## config.mk

```make
export PLATFORM = sky130hd
export DESIGN_NAME = regalias_bank
export DESIGN_NICKNAME = d
export VERILOG_FILES = /design/src/rtl/regalias_pkg.sv /design/src/rtl/regalias_ctrl.sv /design/src/rtl/regalias_dpath.sv /design/src/rtl/regalias_bank.sv
export SDC_FILE = /design/constraint.sdc
export NUM_CORES = 1
export LEC_CHECK = 0
export CORE_ASPECT_RATIO = 1.75
export CORE_MARGIN = 4
export CORE_UTILIZATION = 25
export DETAILED_ROUTE_END_ITERATION = 7
export HOLD_SLACK_MARGIN = 0.1
export PLACE_DENSITY = 0.48
export REMOVE_ABC_BUFFERS = 1
export SLEW_MARGIN = 5
export SYNTH_ARGS = -nofsm -noshare
export SYNTH_HDL_FRONTEND = slang
export SYNTH_SLANG_ARGS = --single-unit
```

## constraint.sdc

```tcl
create_clock -name clk -period 3 [get_ports clk]
set_input_delay 0.75 -clock clk [delete_from_list [all_inputs] [get_ports clk]]
set_output_delay 0.75 -clock clk [all_outputs]
set_load 0.03 [all_outputs]
```

## src/rtl/regalias_pkg.sv

```systemverilog
package regalias_pkg;

  typedef enum logic [1:0] {
    WIN_PLAIN = 2'b00,
    WIN_SET   = 2'b01,
    WIN_CLR   = 2'b10,
    WIN_NONE  = 2'b11
  } winKind_e;

  typedef struct packed {
    logic plainWr;
    logic setWr;
    logic clrWr;
    logic rdHit;
  } strobe_t;

endpackage

```

## src/rtl/regalias_ctrl.sv

```systemverilog
module regalias_ctrl
  import regalias_pkg::*;
#(
  parameter int ADDR_W   = 12,
  parameter int NUM_REGS = 8,
  localparam int SLOT_W  = ADDR_W - 4
) (
  input  logic [ADDR_W-1:0] busAddr,
  input  logic              busWe,
  output strobe_t           strb,
  output logic [SLOT_W-1:0] slot
);

  localparam logic [SLOT_W:0] SLOT_LIMIT = NUM_REGS[SLOT_W:0];

  winKind_e win;
  logic     inRange;
  logic     mapped;

  always_comb begin
    win     = winKind_e'(busAddr[ADDR_W-1 -: 2]);
    slot    = busAddr[ADDR_W-3:2];
    inRange = ({1'b0, slot} < SLOT_LIMIT);
    mapped  = inRange && (win != WIN_NONE);
  end

  always_comb begin
    strb.rdHit   = mapped;
    strb.plainWr = busWe && mapped && (win == WIN_PLAIN);
    strb.setWr   = busWe && mapped && (win == WIN_SET);
    strb.clrWr   = busWe && mapped && (win == WIN_CLR);
  end

endmodule

```

## src/rtl/regalias_dpath.sv

```systemverilog
module regalias_dpath
  import regalias_pkg::*;
#(
  parameter int NUM_REGS = 8,
  parameter int DATA_W   = 32,
  parameter int SLOT_W   = 8,
  localparam int FLAT_W  = NUM_REGS * DATA_W
) (
  input  logic              clk,
  input  logic              rstN,
  input  strobe_t           strb,
  input  logic [SLOT_W-1:0] slot,
  input  logic [DATA_W-1:0] busWdata,
  input  logic [FLAT_W-1:0] hwSet,
  output logic [FLAT_W-1:0] regOut,
  output logic [DATA_W-1:0] busRdata
);

  logic [DATA_W-1:0] regArr [NUM_REGS];

  for (genvar g = 0; g < NUM_REGS; g++) begin : g_slice
    logic              selG;
    logic [DATA_W-1:0] setMask;
    logic [DATA_W-1:0] clrMask;
    logic [DATA_W-1:0] nextVal;

    always_comb begin
      selG    = (slot == SLOT_W'(g));
      setMask = hwSet[g*DATA_W +: DATA_W];
      if (selG && strb.setWr) setMask = setMask | busWdata;
      clrMask = (selG && strb.clrWr) ? busWdata : '0;
      if (selG && strb.plainWr) nextVal = busWdata;
      else                      nextVal = (regArr[g] | setMask) & ~clrMask;
    end

    always_ff @(posedge clk or negedge rstN) begin
      if (!rstN) regArr[g] <= '0;
      else       regArr[g] <= nextVal;
    end

    assign regOut[g*DATA_W +: DATA_W] = regArr[g];
  end

  always_comb begin
    busRdata = '0;
    if (strb.rdHit) begin
      for (int i = 0; i < NUM_REGS; i++) begin
        if (slot == SLOT_W'(i)) busRdata = regArr[i];
      end
    end
  end

endmodule

```

## src/rtl/regalias_bank.sv

```systemverilog
module regalias_bank
  import regalias_pkg::*;
#(
  parameter int NUM_REGS = 8,
  parameter int DATA_W   = 32,
  parameter int ADDR_W   = 12,
  localparam int SLOT_W  = ADDR_W - 4,
  localparam int FLAT_W  = NUM_REGS * DATA_W
) (
  input  logic              clk,
  input  logic              rstN,
  input  logic [ADDR_W-1:0] busAddr,
  input  logic              busWe,
  input  logic [DATA_W-1:0] busWdata,
  output logic [DATA_W-1:0] busRdata,
  input  logic [FLAT_W-1:0] hwSet,
  output logic [FLAT_W-1:0] regOut
);

  strobe_t           strb;
  logic [SLOT_W-1:0] slot;

  regalias_ctrl #(.ADDR_W(ADDR_W), .NUM_REGS(NUM_REGS)) u_ctrl (
    .busAddr (busAddr),
    .busWe   (busWe),
    .strb    (strb),
    .slot    (slot)
  );

  regalias_dpath #(.NUM_REGS(NUM_REGS), .DATA_W(DATA_W), .SLOT_W(SLOT_W)) u_dpath (
    .clk      (clk),
    .rstN     (rstN),
    .strb     (strb),
    .slot     (slot),
    .busWdata (busWdata),
    .hwSet    (hwSet),
    .regOut   (regOut),
    .busRdata (busRdata)
  );

endmodule

```

# Word level (Yosys, flattened, before mapping)
# Index checks and enable logic that the tools add are counted.
[word_totals]
register_bits = 256
input_bits = 303
output_inout_bits = 288
wordCells = 115
[classes]
magnitude_cmp = 1
n_eq_ne = 10
mux = 33
bitwise = 32
reduce_logical = 31
[ops]
columns = ["op", "count"]
rows = [
  ["2-to-1 mux 32 bit", 33],
  ["OR 32 bit", 16],
  ["AND 32 bit", 8],
  ["inverter 32 bit", 8],
  ["== test 8 x 3 -> 1 bit (second input constant)", 4],
  ["logical AND 1 bit", 29],
  ["== test 8 x 2 -> 1 bit (second input constant)", 2],
  ["== test 8 x 1 -> 1 bit (second input constant)", 1],
  ["zero test 8 bit", 1],
  ["less-than comparator 8 x 4 -> 1 bit (second input constant)", 1],
  ["== test 2 x 1 -> 1 bit (second input constant)", 1],
  ["== test 2 bit (second input constant)", 1],
  ["zero test 2 bit", 1],
  ["!= test 2 bit (second input constant)", 1],
]

# Longest topological paths before layout
[logic_depth]
word_depth = 10
depth_mapped = 8
depth_no_buf = 4

# Modules after synthesis
# A second synthesis with hierarchy kept.
[unflattened]
hier_cells = 1451
hier_area_um2 = 13843.3
[by_module_without_submodules]
columns = ["module", "n_inst", "cells_per_inst", "area_each_um2", "seq_area_each_um2"]
rows = [
  ["regalias_dpath", 1, 1435, 13719.4, 6406.1],
  ["regalias_ctrl", 1, 16, 123.9, 0.0],
]

# Worst setup path before layout
# Ideal clock, no wire load.
[synth_path]
kind = "in2out"
start = "input busAddr[2]"
end = "output busRdata[25]"
t_arrival_ps = 2493
required_time_ps = 2250
slack_ps = -243
cell_stages = 6
n_path_buf = 2
path_cell_list = "buf_2 nor2_2 buf_2 a22oi_1 o221a_2 a211oi_1"
[synth_via]
elab_chain_cells = 10
elab_cells_between_ends = 19
classes_between = "1 x order compare; 7 x eq/ne; 9 x mux; 2 x reduce/logical"
[synth_rtl]
columns = ["item", "line_no", "rtl"]
rows = [
  ["from (decl)", "regalias_bank.sv:12", "input logic [ADDR_W-1:0] busAddr,"],
  ["zero test 8 bit", "regalias_dpath.sv:48", "if (slot == SLOT_W'(i)) busRdata = regArr[i];"],
  ["2-to-1 mux 32 bit (8 in a row)", "regalias_dpath.sv:48", ""],
  ["2-to-1 mux 32 bit (*)", "regalias_dpath.sv:46", "if (strb.rdHit) begin"],
  ["to (decl)", "regalias_bank.sv:15", "output logic [DATA_W-1:0] busRdata,"],
]
# Every way passes the cells marked *; elsewhere a longest branch is shown, timed or not.

# Final worst setup path
[layout_path]
start = "input busAddr[4]"
end = "output busRdata[18]"
# The elaborated chain is that of the path after synthesis.

==> impl_results.md <==
* Worst path bufs/invs at 4
* DR iter-0 viols at 1416
* Syn-to-layout area delta at 59.0%
* Worst endpoint required time at 2.25 ns
* Max reg flops at 256
* Vias in the first global route at 17200
* Reg-to-reg critical path startpoint: u_dpath.regOut[217]
* Total power at 8.42 mW
* Sink Count at 256
* Routed Wire Length at 93.5 mm
* CP Launch Point: busAddr[4]
* Syn Std Cell Area at 15300 um2
* Worst path top cell family by delay: compound AO/OA/AOI/OAI gates
* Via density at 5.48
* CP Cell Sequence: buf_6, buf_12, buf_4, o311ai_0, o21ai_1, a21oi_4, buf_12
* Via count at 17400
* Core area at 60500 um2
* Die H at 335 um
* Count leader, synth: a21oi_1
* Slowest CP cell: o311ai_0
* Worst Hold Class: flip-flop to flip-flop
* Synth cell types at 52
* CTS buffer count at 28
* CTS tree: done
* Post-synth top area share at 41.8%
* DRC Markers at 0
* Initial Utilization at 25.3%
* Number of max-cap violations at 0
* Die area at 65400 um2
* Post-synth top cells: a21oi_1, dfrtp_1, nand2_1
* Run status: finished, final reports clean
* Measured slew at the worst slew-check pin at 0.799 ns
* Levels on crit path at 7
* Async SR Flop Fraction at 100%
* Drt wl/cell at 29.4 um
* Worst-Skew Late Latency at 0.56 ns
* Synth Instances at 1789
* Maximum clock insertion buffer count at 3
* Yosys Warn Count at 0
* Row count at 119
* Period utilization at 100%
* CTS root buf: clkbuf_16
* Routability Congestion at 0.892
* Port Buffers at 588
* Nets at 2669
* First-pass GRT wire length at 128 mm
* Hpwl dp at 65.5 mm
* Leak Pwr at 9.52 nW
* Final setup vio count at 0
* Post-synthesis sequential area ratio at 41.8%
* CP endpoint kind: output pin
* Post-DRT Antenna Nets at 0
* Post-synth top flop: dfrtp_1
* Critical path capture point: busRdata[18]
* Crit path max fanout at 37
* Post-synth EDFFs at 0
* Minimum clock period at 3.00 ns
* Yosys reg bits at 256
* Flop-to-flop setup slack at 1.82 ns
* Final hold violations at 0
* WS Path Type: input port to output pin
* Largest net degree at the start of global routing at 56
* Crit path launch type: input port
* I/O pin count at 591
* Worst path arrival time at 2.25 ns
* Layout cells sized above 1 at 22.7%
* Area contributors post-synth: dfrtp_1, a21oi_1, or2_2, a31oi_1, nand2_1
* Mean area per synthesized cell at 8.56 um2
* Fill cells at 6080
* Slew Limit Fails at 0
* # H-tree levels at 1
* Power Density at 346 nW/um2
* TNS Setup at 0 ns
* Area leader, netlist: dfrtp_1
* Slew headroom at 46.5%
* Die X at 195 um
* R2r endpoint: u_dpath.regOut[217]
* Fin Clk Skew at 0 ns
* Total global routing overflow at 0
* Initial antenna violation count at 11
* Most frequent CP cell: buf_12
* Clock Pin Slew Worst Setup and Hold Paths at 0.06 ns
* Fmax at 0.333 GHz
* Worst Reg-to-Reg Cells at 3
* DR pass1 iterations at 6
* GRT Total Usage at 26.5%
* Worst path max stage delay at 0.31 ns
* RSZ-0062 raised after global routing: yes
* Worst VDD drop at 379 uV
[metrics by stage]
stage	util (%)	cells	hold slack, ns	setup WS (ns)	cell area [um2]
after floorplan	-	1599	0.454	-1.74	14500
after global placement	37.8	3103	0.546	-0.559	22900
after detailed placement	37.8	3103	0.575	-0.553	22900
after CTS	39.8	3161	0.587	0.000124	24100
after global routing	40.3	3182	0.605	-0.00552	24300
final	40.3	3182	0.589	0.000526	24300
[layout make-up]
class / instances / area [um2] / area share [%]
inverter: 7 / 26.3 / 0.108
clock buffer: 46 / 890 / 3.65
clock inverter: 4 / 50.0 / 0.206
antenna: 10 / 25.0 / 0.103
multi-input combinational: 1336 / 8290 / 34.0
timing repair buffer: 737 / 7680 / 31.5
sequential: 256 / 6410 / 26.3
tap: 786 / 983 / 4.04
[cells in the final DEF, fill, tap and decap left out, types with 6 or more instances in the layout]
| cell type | count |
|---|---|
| o311ai_0 | 11 |
| a31oi_1 | 148 |
| buf_6 | 7 |
| a21o_1 | 53 |
| buf_4 | 121 |
| nand4_1 | 18 |
| a211oi_1 | 33 |
| buf_12 | 47 |
| mux4_2 | 7 |
| clkdlybuf4s50_1 | 545 |
| o31ai_1 | 6 |
| mux2i_1 | 29 |
| clkbuf_8 | 10 |
| clkbuf_16 | 32 |
| a22oi_1 | 53 |
| inv_1 | 7 |
| diode_2 | 10 |
| dfrtp_1 | 256 |
| mux2_2 | 27 |
| or2_2 | 203 |
| clkbuf_1 | 7 |
| o21ai_0 | 47 |
| o221a_2 | 27 |
| a21oi_1 | 313 |
| nor2_1 | 45 |
| nand2_1 | 223 |
| nor3_1 | 7 |
| o221ai_1 | 7 |
| a211oi_2 | 19 |
[logic make-up after synthesis]
group           after synthesis  synth area share, %
xor+xnor                      2                0.114
compound gates              737                 29.8
buf+inv                     197                 5.43
simple gates                534                 17.9
flops                       256                 41.8
mux                          63                 4.91
[per-layer routing]
layer  global-route usage (%)  routed length, um
met1                     33.5              37800
met3                     3.91               6030
met5                        0                  0
met4                     9.20               3500
met2                     46.0              46100
[power breakdown]
part           internal, mW  switching, mW  leakage, nW
logic                 0.638          0.632         6.80
clock network          2.09           1.56        0.456
registers              3.47         0.0197         2.26
[worst min path at each step]
| stage | from | cells after the start | end |
|---|---|---|---|
| final | u_dpath.regOut[190] | 1 | u_dpath.regOut[190] |
| after global routing | u_dpath.regOut[190] | 1 | u_dpath.regOut[190] |
| after CTS | u_dpath.regOut[190] | 1 | u_dpath.regOut[190] |
| after detailed placement | u_dpath.regOut[190] | 1 | u_dpath.regOut[190] |
| after global placement | u_dpath.regOut[190] | 1 | u_dpath.regOut[190] |
| after floorplan | rstN | 0 | u_dpath.regOut[0] |
[what timing repair did]
| action | in CTS | in global routing |
|---|---|---|
| pin swaps | 6 | 12 |
| gates resized for setup | 46 | 25 |
| setup buffers | 6 | 9 |
| cloned | 2 | 3 |
| hold buffers | 1 | 0 |
| hold endpoints to repair | 22 | 0 |
| setup endpoints to repair | 32 | 25 |
No activity file was read; power rests on OpenSTA's default activity.
